[src/rtl/pin_evt_pkg.sv]
`timescale 1ns/1ps
package pin_evt_pkg;
  localparam int ADDR_W = 2;

  typedef enum logic [ADDR_W-1:0] {
    REG_EN   = 2'd0,
    REG_DIR  = 2'd1,
    REG_FLAG = 2'd2,
    REG_RSVD = 2'd3
  } reg_sel_e;
endpackage

[src/rtl/pin_sync.sv]
`timescale 1ns/1ps
module pin_sync #(
  parameter int W      = 8,
  parameter int STAGES = 2
) (
  input  logic         clk,
  input  logic         rst,
  input  logic [W-1:0] din,
  output logic [W-1:0] dout
);
  logic [W-1:0] stg [STAGES];

  always_ff @(posedge clk) begin
    if (rst) stg[0] <= '0;
    else     stg[0] <= din;
  end

  for (genvar s = 1; s < STAGES; s++) begin : g_stage
    always_ff @(posedge clk) begin
      if (rst) stg[s] <= '0;
      else     stg[s] <= stg[s-1];
    end
  end

  assign dout = stg[STAGES-1];
endmodule

[src/rtl/edge_sel.sv]
`timescale 1ns/1ps
module edge_sel #(
  parameter int W = 8
) (
  input  logic         clk,
  input  logic         rst,
  input  logic [W-1:0] lvl,
  input  logic [W-1:0] dir,
  output logic [W-1:0] evt
);
  logic [W-1:0] lvl_d;
  logic [W-1:0] rise;
  logic [W-1:0] fall;

  always_ff @(posedge clk) begin
    if (rst) lvl_d <= '0;
    else     lvl_d <= lvl;
  end

  always_comb begin
    rise = lvl & ~lvl_d;
    fall = ~lvl & lvl_d;
    evt  = (dir & rise) | (~dir & fall);
  end
endmodule

[src/rtl/flag_bank.sv]
`timescale 1ns/1ps
module flag_bank #(
  parameter int           W    = 8,
  parameter logic [W-1:0] MASK = '1
) (
  input  logic         clk,
  input  logic         rst,
  input  logic [W-1:0] set_vec,
  input  logic [W-1:0] clr_vec,
  output logic [W-1:0] flags
);
  always_ff @(posedge clk) begin
    if (rst) flags <= '0;
    else     flags <= ((flags & ~clr_vec) | set_vec) & MASK;
  end
endmodule

[src/rtl/pin_evt_irq.sv]
`timescale 1ns/1ps
module pin_evt_irq
  import pin_evt_pkg::*;
#(
  parameter int                  NUM_PINS    = 8,
  parameter int                  SYNC_STAGES = 2,
  parameter logic [NUM_PINS-1:0] IMPL_MASK   = '1
) (
  input  logic                clk,
  input  logic                rst,
  input  logic [NUM_PINS-1:0] pins,
  input  logic                wr_en,
  input  logic                rd_en,
  input  logic [ADDR_W-1:0]   addr,
  input  logic [NUM_PINS-1:0] wdata,
  output logic [NUM_PINS-1:0] rdata,
  output logic                irq
);
  logic [NUM_PINS-1:0] lvl_s;
  logic [NUM_PINS-1:0] evt;
  logic [NUM_PINS-1:0] en_q;
  logic [NUM_PINS-1:0] dir_q;
  logic [NUM_PINS-1:0] flag_q;
  logic [NUM_PINS-1:0] clr_vec;
  logic [NUM_PINS-1:0] rd_mux;
  reg_sel_e            sel;

  assign sel = reg_sel_e'(addr);

  pin_sync #(.W(NUM_PINS), .STAGES(SYNC_STAGES)) u_sync (
    .clk(clk), .rst(rst), .din(pins), .dout(lvl_s)
  );

  edge_sel #(.W(NUM_PINS)) u_edge (
    .clk(clk), .rst(rst), .lvl(lvl_s), .dir(dir_q), .evt(evt)
  );

  assign clr_vec = (wr_en && sel == REG_FLAG) ? wdata : '0;

  flag_bank #(.W(NUM_PINS), .MASK(IMPL_MASK)) u_flags (
    .clk(clk), .rst(rst), .set_vec(evt & IMPL_MASK), .clr_vec(clr_vec), .flags(flag_q)
  );

  always_ff @(posedge clk) begin
    if (rst) begin
      en_q  <= '0;
      dir_q <= '0;
    end else if (wr_en) begin
      if (sel == REG_EN)  en_q  <= wdata & IMPL_MASK;
      if (sel == REG_DIR) dir_q <= wdata & IMPL_MASK;
    end
  end

  always_comb begin
    unique case (sel)
      REG_EN:   rd_mux = en_q;
      REG_DIR:  rd_mux = dir_q;
      REG_FLAG: rd_mux = flag_q;
      default:  rd_mux = '0;
    endcase
  end

  always_ff @(posedge clk) begin
    if (rst) begin
      rdata <= '0;
      irq   <= 1'b0;
    end else begin
      if (rd_en) rdata <= rd_mux;
      irq <= |(flag_q & en_q);
    end
  end
endmodule

[config.mk]
export PLATFORM = sky130hd
export DESIGN_NAME = pin_evt_irq
export DESIGN_NICKNAME = d
export VERILOG_FILES = /design/src/rtl/pin_evt_pkg.sv /design/src/rtl/pin_sync.sv /design/src/rtl/edge_sel.sv /design/src/rtl/flag_bank.sv /design/src/rtl/pin_evt_irq.sv
export SDC_FILE = /design/constraint.sdc
export NUM_CORES = 1
export LEC_CHECK = 0
export ABC_AREA = 1
export BUFFER_PORTS_ARGS = -buffer_cell sky130_fd_sc_hd__clkbuf_2
export CORE_MARGIN = 10
export CORE_UTILIZATION = 40
export DETAILED_ROUTE_END_ITERATION = 6
export GPL_TIMING_DRIVEN = 0
export PLACE_DENSITY_LB_ADDON = 0.25
export SLEW_MARGIN = 20
export SYNTH_ARGS = -nofsm -noshare
export SYNTH_HDL_FRONTEND = slang
export SYNTH_HIERARCHICAL = 1
export SYNTH_SLANG_ARGS = --single-unit
[constraint.sdc]
create_clock -name clk -period 2.41 [get_ports clk]
set_input_delay 0.482 -clock clk [delete_from_list [all_inputs] [get_ports clk]]
set_output_delay 0.482 -clock clk [all_outputs]
set_load 0.02 [all_outputs]
==> results of run 1 <==
-- synthesized netlist by cell type, drive strengths merged --
cell	instances
clkinv	1
dfxtp	57
nand2	73
nand4	10
buf	10
a21oi	32
nor2	35
nand3	42
inv	67
clkbuf	3
-- cell families after synthesis --
| group | count (synthesis) | synth area share |
|---|---|---|
| and+or+nand+nor | 160 | 0.303 |
| AOI/OAI and AO/OA | 32 | 0.0779 |
| buffers and inverters | 81 | 0.152 |
| DFF | 57 | 0.467 |
-- registers in the layout, indices dropped and copies added, names as in the netlist --
| name | flops |
|---|---|
| en_q | 8 |
| u_edge/lvl_d | 8 |
| u_sync/stg | 16 |
| rdata | 8 |
| u_flags/flags | 8 |
| irq | 1 |
| dir_q | 8 |
-- final cells by class --
type,count,share of cell area
tap,75,0.0326
sequential,57,0.396
clock buffer,14,0.0600
timing repair buffer,27,0.0469
clock inverter,2,0.0122
buffer,13,0.0387
multi-input combinational,192,0.323
inverter,68,0.0904
-- power by group through the flow --
| stage | Combinational [mW] | Sequential [mW] | Clock (mW) |
|---|---|---|---|
| 2_1_floorplan | 0.108 | 1.01 | 0 |
| 3_5_place_dp | 0.158 | 1.02 | 0 |
| 5_1_grt | 0.179 | 0.999 | 0.989 |
| 3_3_place_gp | 0.156 | 1.01 | 0 |
| 6_report | 0.156 | 0.995 | 0.911 |
| 4_1_cts | 0.159 | 0.995 | 0.940 |
-- metrics by stage --
stage | util | area [um2]
3_5_place_dp | 0.451 | 2670
6_report | 0.486 | 2880
5_1_grt | 0.486 | 2880
4_1_cts | 0.486 | 2880
2_1_floorplan | - | 2440
3_3_place_gp | 0.451 | 2670
-- path summary, 6_finish.rpt --
kind	slack, ps	startpoint	endpoint
setup / recovery	1100	rdata[5]$_SDFFE_PP0P_	rdata[5]
hold / removal	330	pins[7]	u_sync/stg[0][7]$_SDFF_PP0_
setup reg to reg	1540	dir_q[5]$_SDFFE_PP0P_	rdata[5]$_SDFFE_PP0P_
hold reg to reg	400	u_sync/stg[0][0]$_SDFF_PP0_	u_sync/stg[1][0]$_SDFF_PP0_
-- routing by layer --
layer	up-vias	routed length, um	GRT usage
li1	1092	-	-
met1	878	2280	0.136
met2	54	2330	0.177
met3	11	398	0.0529
met4	0	102	0.0573
met5	-	0	0
==> reports/results.txt, run 1 <==
The run finished with clean final reports. The sum of routed wire length over all layers was 5.11 mm. The tools report the maximum frequency from static timing analysis as 763 MHz. The sequential share of power was 0.483. The tools report the number of diodes as 0. The mapped netlist covers 2440 um2. Switching share of power: 0.227. The synthesized design spends more area on one cell type than any other, namely dfxtp_1.

Buffers inserted during clock tree synthesis total 9. Post-synthesis area per instance: 7.40 um2. After synthesis, the cell types taking the most area are dfxtp_1 (47%), nand2_1 (11%), inv_1 (8.9%), nand3_1 (8.2%), a21oi_1 (4.9%). The register area share after synthesis is 0.467. In this run, post-CTS hold repair placed 0 buffers. The maximum number of pins on one net before global-route repair came out at 11. The initial cell density of the core came out at 0.413. The vertical die dimension is 98.1 um, and the worst slack at placement is 863 ps. The clock passes through at most 2 buffers. Setup slack on the critical path of the routed design comes to 1100 ps.

In this run the remaining antenna-violating nets after routing total 0. In the routed design, unresolved DRC markers number 0. The cell family contributing the most delay on the critical path is flip-flops. Counting every sink on the clock net gives 57.

For the worst-skew pair, the clock arrives at the later sink with an insertion delay of 330 ps. The worst hold path stage count came out at 3. The synthesized netlist contains 19 unique library cells. The floorplan step defined a die boundary enclosing 9630 um2. The cell count after synthesis came out at 330. Walking the worst path, the cells encountered are clkbuf_2. Data on the critical path is required at its endpoint by 1930 ps.

The critical path is of the reg2out type. Max-cap violations in this run came to 0. Dividing total power by cell area gives a power density of 716 nW/um2.

The run gives 0.076 as the portion of total power attributed to combinational logic. After the flow finishes, the layout carries non-filler instances totaling 448. The tools report the number of warnings reported in the yosys synthesis log as 6. The clock tree synthesis step divided the H-tree into 3 levels. The clock group share of total power was 0.442. In this run the core area contains 28 standard-cell rows. The final estimated routing congestion in global placement is 0.841, and the initial antenna violation count is 0.

Root buffer selected by CTS: clkbuf_8. Among all stages on the critical path, the largest delay is contributed by dfxtp_1. Counting the fill cells in the layout gives 607.

The core region is 5920 um2. The leakage power of the design was 1.22 nW. The final number of hold-violating endpoints was 0. The first global-routing pass estimated 9.25 mm of wire. The number of global-route vias before repair came out at 1993.

The tools report the multi-input gate area in the final layout as 930 um2. Setup violations remaining at the end of the flow were counted as 0. The worst hold margin came out at 332 ps. Port buffering added 27 buffers. The post-route fraction of the period consumed by the critical path came out at 0.544. The logs give 2035 for the via total after detailed routing and 1140 um2 for the register cell area after layout. For the number of pins exceeding their max-slew limit in the final report, the log shows 0.

STA classifies the critical path endpoint as a primary output. The transition at the pin with the smallest max-transition slack is 524 ps. Summing internal, switching and leakage power gives 2.06 mW. After synthesis the netlist holds a flip-flop and latch count of 57. The detailed router finished its first iteration with 137 violations.

Net switching component of the power: 467 uW. Worst min-delay path category: in2reg. Gates resized during post-CTS repair numbered 0. The largest fanout on the critical path is 2, and the global route total overflow is 0. The worst-case IR drop observed on VDD is 0.000462 V.

The internal power summed over all cells is 1.60 mW, and the layout cell share with drive strength beyond 1 is 0.225. Setup repair after global routing left no endpoint under its margin. Leaving out fill and tap cells, the most frequent cells in the layout are nand2_1 (72), inv_1 (58), dfxtp_1 (57).

The share of the synthesized area in the top cell type was 0.467; the worst endpoint data arrival time was 830 ps. Number of nets in the layout: 390. TritonCTS built the clock tree.

Most frequent standard cell in the layout excluding fill and tap cells: nand2_1. The pre-antenna-repair detailed-routing pass consisted of 4 iterations. The final clock skew is 3.79 ps, and the shortest clock period the worst path allows after layout is 1310 ps. For the number of top-level pins, the log shows 31. The area growth from synthesis to layout is 17.9%. Setup total negative slack on the finished layout was measured at 0 ps.

Clock edge transition at the registers on the reported setup and hold paths: 60 ps. STA classifies the critical path startpoint as a register. Buffering stage count on the worst path with inverters included: 1.

For the number of setup buffers added after CTS, the log shows 0. For this run, the slowest stage of the critical path takes 330 ps. The worst register-to-register path has a depth of 4. In this run the horizontal extent of the chip is 98.1 um.

The path length in cells of the critical path works out to 1. Once placement completed, the tool counted placed cells totaling 432. The run gives 0.117 as the total routing resource utilization after global routing. The run gives 0.651 as the worst slew slack as a fraction of its limit.

The number of nets in the synthesized netlist is 352, and the average wire length per cell after detail routing is 11.4 um. The post-detailed-route via-to-cell ratio came out at 4.54. The run gives 3.83 mm as the detailed placer's ending HPWL.
Note: power is estimated with default switching activity, not from simulation.
==> inputs of run 2 (changes only) <==
Clock period 2.41 ns to 1.08 ns, I/O delays scaled along.
==> run 2 against run 1 <==
First-iteration DRC count grew 13%. Clock-buffer cell count is the same. Die area is the same. Worst hold slack lost 270 ps. Sequential power grew 120%. Combinational power grew 130%. Register-to-register slack lost 1300 ps. Sequential share of layout area shrank 0.17 points. Sequential cell count is the same. Largest power group unchanged.
==> reports/results.txt, run 2 (synthesized netlist as in run 1, its figures left out) <==
The run finished with clean final reports. The count of antenna-violating nets left after detailed routing was 0 (unchanged); the signed area change from the synthesized netlist to the final layout was 18.4% (was 17.9%). The largest voltage drop on the vdd net was 0.00103 V (was 0.000462 V); the total routing resource utilization after global routing was 0.117 (unchanged).

The logs give 0 (unchanged) for the count of max-cap constraint violations and 210 ps (was 1540 ps) for the worst setup slack for register-to-register paths. Most frequent cells in the layout: nand2_1 (72), inv_1 (58), dfxtp_1 (57) (unchanged). Transition at the pin with the smallest max-transition slack: 528 ps (was 524 ps). For the number of fill cells in the layout, the log shows 603 (was 607). The average wire length per cell after detail routing works out to 11.4 um (about the same).

Die area: 9630 um2 (unchanged). The tools report the initial antenna violation count as 0 (unchanged). The number of buffers created by CTS came out at 9 (unchanged). Initial cell density of the core: 0.413 (unchanged).

The length in cells of the worst reg-to-reg path works out to 4 (unchanged). The worst-path cell with the longest stage delay was dfxtp_1 (unchanged). The global route total overflow was 0 (unchanged); the post-route fraction of the period consumed by the critical path was 0.962. The leakage power of the design was 1.23 nW (was 1.22 nW). The power density relative to cell area came out at 1590 nW/um2 (was 716 nW/um2). Clock insertion delay at the later pin of the skew report: 340 ps (was 330 ps).

The run gives 860 ps (was 1930 ps) as the required time reported for the critical path endpoint. The DRC violation count after routing is 0 (unchanged). The destination of the worst register-to-register timing path was rdata[0]$_SDFFE_PP0P_ (was rdata[5]$_SDFFE_PP0P_). Number of DRC markers after the initial detailed-route iteration: 155 (was 137). The final estimated routing congestion in global placement is 0.841 (unchanged), and the sum of routed wire length over all layers is 5.13 mm (was 5.11 mm). The vertical die dimension came out at 98.1 um (unchanged).

The final clock skew was 5.85 ps (was 3.79 ps). The clock edge transition at the registers on the reported setup and hold paths works out to 60 ps (about the same). End point of the worst hold path: u_sync/stg[0][7]$_SDFF_PP0_ (unchanged).

The largest fanout on the critical path was 2 (unchanged). Class of the most critical setup path: reg2out (unchanged). Subtracting the final worst setup slack from the clock period gives 1040 ps.

The post-detailed-route via-to-cell ratio is 4.53 (was 4.54). Kind of start point of the critical path: a register (unchanged). The clock sink count is 57 (unchanged).

The root buffer selected by CTS is clkbuf_8 (unchanged). Number of levels in the clock H-tree: 3 (unchanged). The tools report the number of rows in the core area as 28 (unchanged). The family with the most delay on the worst path was flip-flops (unchanged).

The overall die width was 98.1 um (unchanged); the path length in cells of the critical path was 1 (unchanged). The maximum buffer depth of the clock tree is 2 (unchanged). The worst slack at placement was -201 ps (was 863 ps).

The tools report the number of nets in the layout as 390 (unchanged). The post-route worst setup slack was 41.5 ps (was 1100 ps). The most frequent standard cell in the layout excluding fill and tap cells is nand2_1 (unchanged). The worst hold path stage count works out to 3 (unchanged). The tools report the global-route wire length before repair as 9.25 mm (unchanged). Cell chain of the critical path: clkbuf_2 (unchanged). Buffering stage count on the worst path with inverters included: 1 (unchanged). The largest register by flop count is u_sync/stg (unchanged). The type of destination of the critical path was a primary output (unchanged). Maximum cell stage delay along the critical path: 320 ps (was 330 ps).

The run gives 432 (unchanged) as the number of instances in the placed design. The logs give 820 ps (was 830 ps) for the worst endpoint data arrival time and 2029 (was 2035) for the via total after detailed routing. For the area inside the core boundary, the log shows 5920 um2 (unchanged).

Layout cell share with drive strength beyond 1: 0.225 (unchanged). The worst min-delay path category was in2reg (unchanged). The number of global-route vias before repair was 1993 (unchanged). Hold path startpoint: pins[7] (unchanged). The detailed placer's ending HPWL came out at 3.83 mm (unchanged). The run gives 31 (unchanged) as the number of top-level pins. The run gives 0 (unchanged) as the number of setup buffers added after CTS. Number of buffers inserted by port buffering: 27 (unchanged).

The number of flip-flops in the largest register is 16 (unchanged). Worst hold margin: 65.7 ps (was 332 ps). Maximum number of pins on one net before global-route repair: 11 (unchanged). Start of the worst register-to-register path: dir_q[0]$_SDFFE_PP0P_ (was dir_q[5]$_SDFFE_PP0P_).

Derived from the worst setup path, the maximum achievable clock frequency is 963 MHz. The tools report the final number of hold-violating endpoints as 0 (unchanged). The tools report the number of pins exceeding their max-slew limit in the final report as 0 (unchanged).

Post-route non-filler standard cell count: 448 (unchanged). The final-report setup violation count is 0 (unchanged), and the worst slew slack as a fraction of its limit is 0.648 (was 0.651). Setup repair after global routing left no endpoint under its margin. For the number of diodes, the log shows 0 (unchanged). TritonCTS built the clock tree. The run gives 4 (unchanged) as the count of TritonRoute iterations in the first routing pass.
==> run 2: cell types whose count changed in the layout (fill, tap and decap cells not counted) <==
cell,previous run,this run
buf_2,2,5
clkbuf_2,27,19
buf_4,1,6
==> run 2: metal layers <==
| layer | GRT usage | share of wire | vias to the layer above |
|---|---|---|---|
| li1 | - | - | 1093 |
| met5 | 0 | 0 | - |
| met2 | 0.177 | 0.46 | 47 |
| met3 | 0.0529 | 0.071 | 7 |
| met4 | 0.0573 | 0.019 | 0 |
| met1 | 0.136 | 0.45 | 882 |
==> run 2: how the worst max path moves through the flow <==
stage | endpoint | from | slack, ps
2_1_floorplan | u_flags/flags[0]$_SDFF_PP0_ | addr[0] | 140
3_3_place_gp | u_flags/flags[6]$_SDFF_PP0_ | wr_en | -180
3_5_place_dp | u_flags/flags[2]$_SDFF_PP0_ | wr_en | -200
4_1_cts | rdata[5] | rdata[5]$_SDFFE_PP0P_ | 5
5_1_grt | rdata[5] | rdata[5]$_SDFFE_PP0P_ | 2
6_report | rdata[0] | rdata[0]$_SDFFE_PP0P_ | 40
==> run 2: stage by stage <==
step                       util  setup TNS (ps)  power [mW]  area (um2)
final                     0.488               0        4.61        2890
after global routing      0.488               0        4.84        2890
after CTS                 0.486               0        4.67        2880
after detailed placement  0.451           -2290        2.62        2670
after global placement    0.451           -2050        2.61        2670
after floorplan               -               0        2.50        2440
==> run 2: final cells by class <==
cell class	count	area, um2	share of cell area
Sequential cell	57	1140	0.395
Multi-Input combinational cell	192	930	0.322
Inverter	68	260	0.0900
Clock buffer	14	173	0.0597
Timing Repair Buffer	27	148	0.0511
Buffer	13	111	0.0385
Tap cell	75	93.8	0.0325
Clock inverter	2	35.0	0.0121
==> run 2: power by group <==
group | leakage, nW | switching [mW] | total (mW) | internal [mW]
logic | 0.655 | 0.217 | 0.351 | 0.134
registers | 0.465 | 0.0451 | 2.22 | 2.18
clock network | 0.107 | 0.788 | 2.04 | 1.25
==> run 2: repair_timing <==
item	in CTS	in global routing
setup endpoints to repair	0	8
hold buffers	0	0
gates resized for setup	0	13
==> inputs of run 3 (changes only) <==
Settings changed: SYNTH_HIERARCHICAL 1 to default.
==> run 3 against run 2 <==
First-iteration DRC count down 9.0%. Final cell count down 9.8%. Synthesized cell count down 12%. Critical endpoint is now rdata[7]. Cell area down 8.7%. Worst setup slack worse by 1.8 ps. Worst hold slack worse by 6.4 ps. Non-clock buffer count down 2. Maximum frequency down 0.17%. Clock-buffer cell count down 3. Critical path depth unchanged. Sequential cell count unchanged.
==> reports/results.txt, run 3 <==
The flow ran to the end, and the final reports show no timing, DRC or antenna violations. The number of buffers inserted by port buffering was 28 (was 27); the clock edge transition at the registers on the reported setup and hold paths was 60 ps (about the same). The post-route fraction of the period consumed by the critical path is 0.963 (was 0.962). The number of buffers created by CTS came out at 9 (unchanged). The final estimated routing congestion in global placement was 0.849 (was 0.841); the count of TritonRoute iterations in the first routing pass was 4 (unchanged). The run gives 8.28 ps (was 5.85 ps) as the final clock skew. Type of destination of the critical path: a primary output (unchanged).

Most area-consuming cells after synthesis: dfxtp_1 (51%), nand2_1 (11%), nand3_1 (7.1%), nor2_1 (7.0%), inv_1 (5.7%) (was dfxtp_1 (47%), nand2_1 (11%), inv_1 (8.9%), nand3_1 (8.2%), a21oi_1 (4.9%)). Setup repair after global routing left no endpoint under its margin. The cell taking the most area after synthesis was dfxtp_1 (unchanged). The worst min-delay path category was in2reg (unchanged). The class of the most critical setup path was reg2out (unchanged).

The clock sink count came out at 57 (unchanged). Post-detailed-route via-to-cell ratio: 4.68 (was 4.53). For the register cell area after layout, the log shows 1140 um2 (unchanged). The overall die width was 95.0 um (was 98.1 um); the number of instances in the placed design was 389 (was 432). The leakage power of the design came out at 1.11 nW (was 1.23 nW). The run gives 1889 (was 2029) as the via total after detailed routing.

Family with the most delay on the worst path: flip-flops (unchanged). For the number of diodes, the log shows 0 (unchanged). Largest register by flop count: u_sync.stg (was u_sync/stg). TritonCTS built the clock tree.

The layout cell share with drive strength beyond 1 is 0.193 (was 0.225), and the area inside the core boundary is 5470 um2 (was 5920 um2). The global route total overflow is 0 (unchanged), and the switching share of power is 0.247 (was 0.228). The net switching component of the power is 1.04 mW (was 1.05 mW).

The tools report the largest voltage drop on the vdd net as 0.000958 V (was 0.00103 V). The cell area reported after detailed placement is 2480 um2 (was 2670 um2), and the maximum frequency from static timing analysis is 961 MHz (was 963 MHz). The logs give 3.57 mm (was 3.83 mm) for the detailed placer's ending HPWL and 0 (unchanged) for the number of pins exceeding their max-slew limit in the final report. The maximum cell stage delay along the critical path works out to 330 ps (was 320 ps). The sum of routed wire length over all layers was 5.07 mm (was 5.13 mm). The post-synth design cell area is 2250 um2 (was 2440 um2). The run gives 0 (was 6) as the number of warnings reported in the yosys synthesis log. For the number of nets in the synthesized netlist, the log shows 311 (was 352). Maximum buffer depth of the clock tree: 2 (unchanged).

The vertical die dimension works out to 95.0 um (was 98.1 um). Most frequent standard cell in the layout excluding fill and tap cells: nand2_1 (unchanged). The signed area change from the synthesized netlist to the final layout is 17.5% (was 18.4%), and the final-report setup violation count is 0 (unchanged). For the worst endpoint data arrival time, the log shows 820 ps (about the same).

Power density relative to cell area: 1590 nW/um2 (about the same). For the number of rows in the core area, the log shows 27 (was 28). Worst-path cell with the longest stage delay: dfxtp_1 (unchanged).

The leading register cell type out of synthesis is dfxtp_1 (unchanged). The setup total negative slack is 0 ps (unchanged). Most frequent cells in the layout: nand2_1 (64), dfxtp_1 (57), nor2_1 (42) (was nand2_1 (72), inv_1 (58), dfxtp_1 (57)). The worst slack at placement was -122 ps (was -201 ps); the count of max-cap constraint violations was 0 (unchanged).

The async set or reset register ratio after synthesis was 0 (unchanged). The run gives 141 (was 155) as the number of DRC markers after the initial detailed-route iteration. The run gives 404 (was 448) as the post-route non-filler standard cell count. The number of global-route vias before repair was 1863 (was 1993). The sequential share of power was 0.529 (was 0.482); the post-synthesis sequential element count was 57 (unchanged). The tools report the required time reported for the critical path endpoint as 860 ps (about the same). Buffering stage count on the worst path with inverters included: 1 (unchanged). The number of setup buffers added after CTS is 0 (unchanged), and the internal power summed over all cells is 3.17 mW (was 3.56 mW). The shortest clock period the worst path allows after layout is 1040 ps (about the same). The run gives 0.667 (was 0.648) as the worst slew slack as a fraction of its limit. For the overall power consumption, the log shows 4.21 mW (was 4.61 mW). The run gives 0.123 (was 0.117) as the total routing resource utilization after global routing. The average wire length per cell after detail routing works out to 12.5 um (was 11.4 um). The unique cell type count in the Yosys netlist was 20 (was 19).

The most frequent cell after synthesis is nand2_1 (unchanged). The clock insertion delay at the later pin of the skew report is 340 ps (about the same). For the final standard cell area without fillers, the log shows 2640 um2 (was 2890 um2). Most frequent cells after synthesis: nand2_1 (64), dfxtp_1 (57), nor2_1 (42) (was nand2_1 (72), inv_1 (58), dfxtp_1 (57)). For the number of nets in the layout, the log shows 350 (was 390).

The number of levels in the clock H-tree is 3 (unchanged), and the multi-input gate area in the final layout is 897 um2 (was 930 um2). For the number of top-level pins, the log shows 31 (unchanged). The die area is 9020 um2 (was 9630 um2), and the share of the synthesized area in the top cell type is 0.508 (was 0.467). Post-synthesis area per instance: 7.78 um2 (was 7.40 um2).

Root buffer selected by CTS: clkbuf_8 (unchanged). The clock group share of total power was 0.391 (was 0.442); the largest fanout on the critical path was 2 (unchanged). Synthesized instance count: 289 (was 330). The number of synthesized flops with an enable pin was 0 (unchanged); the initial cell density of the core was 0.411 (was 0.413). Register area share after synthesis: 0.508 (was 0.467). Cell chain of the critical path: clkbuf_2 (unchanged). The post-route worst setup slack was 39.7 ps (was 41.5 ps); the count of antenna-violating nets left after detailed routing was 0 (unchanged). The kind of start point of the critical path is a register (unchanged).

The final number of hold-violating endpoints was 0 (unchanged). The run gives 11 (unchanged) as the maximum number of pins on one net before global-route repair. For the portion of total power attributed to combinational logic, the log shows 0.079 (was 0.076).

The DRC violation count after routing was 0 (unchanged). The number of flip-flops in the largest register was 16 (unchanged); the transition at the pin with the smallest max-transition slack was 500 ps (was 528 ps). The global-route wire length before repair was 8.37 mm (was 9.25 mm); the number of fill cells in the layout was 580 (was 603). The initial antenna violation count is 0 (unchanged).
-- run 3: path summary, 6_finish.rpt --
path                          startpoint                           to  slack (ps)  cells past startpoint
min                              pins[1]  u_sync.stg[0][1]$_SDFF_PP0_          60                      3
max                rdata[7]$_SDFFE_PP0P_                     rdata[7]          40                      1
min reg2reg  u_sync.stg[0][7]$_SDFF_PP0_  u_sync.stg[1][7]$_SDFF_PP0_         400                      2
max reg2reg        dir_q[2]$_SDFFE_PP0P_  u_flags.flags[2]$_SDFF_PP0_         210                      5
-- run 3: power by group through the flow --
stage | logic [mW] | clock network, mW | registers [mW]
after floorplan | 0.217 | 0 | 2.27
after global placement | 0.333 | 0 | 2.27
after detailed placement | 0.338 | 0 | 2.28
after CTS | 0.339 | 1.69 | 2.23
after global routing | 0.377 | 1.79 | 2.24
final | 0.334 | 1.65 | 2.23
-- run 3: kinds of logic (layout without fill, tap and decap cells) --
kind of cell,Yosys count,in the layout,share of synthesized area
AO/OA/AOI/OAI,40,40,0.116
AND/OR/NAND/NOR,145,145,0.283
buffers and inverters,47,90,0.0930
flip-flops,57,57,0.508
-- run 3: metal layers --
metal,share of wire,vias up,global-route usage
li1,-,996,-
met1,0.45,842,0.130
met2,0.45,44,0.204
met3,0.083,7,0.0658
met4,0.014,0,0.0411
met5,0,-,0
-- run 3: layout make-up --
type | count | area share
Inverter | 37 | 0.0545
Tap cell | 72 | 0.0341
Clock buffer | 11 | 0.0535
Clock inverter | 4 | 0.00758
Buffer | 10 | 0.0246
Timing Repair Buffer | 28 | 0.0540
Sequential cell | 57 | 0.432
Multi-Input combinational cell | 185 | 0.340
-- run 3: what timing repair did --
item,in CTS,in global routing
endpoints found under the hold margin,0,0
endpoints found under the setup margin,0,6
gates resized for setup,0,7
hold buffers,0,0
-- run 3: stage by stage --
stage / util / hold WS, ps
final: 0.483 / 59.3
after global routing: 0.483 / 54.8
after CTS: 0.482 / 48.7
after detailed placement: 0.453 / 392
after global placement: 0.453 / 389
after floorplan: - / 323
-- run 3: tightest hold or removal path, delay by kind of cell --
family	cells	cell delay (ps)
simple gates	1	30
buf+inv	2	120
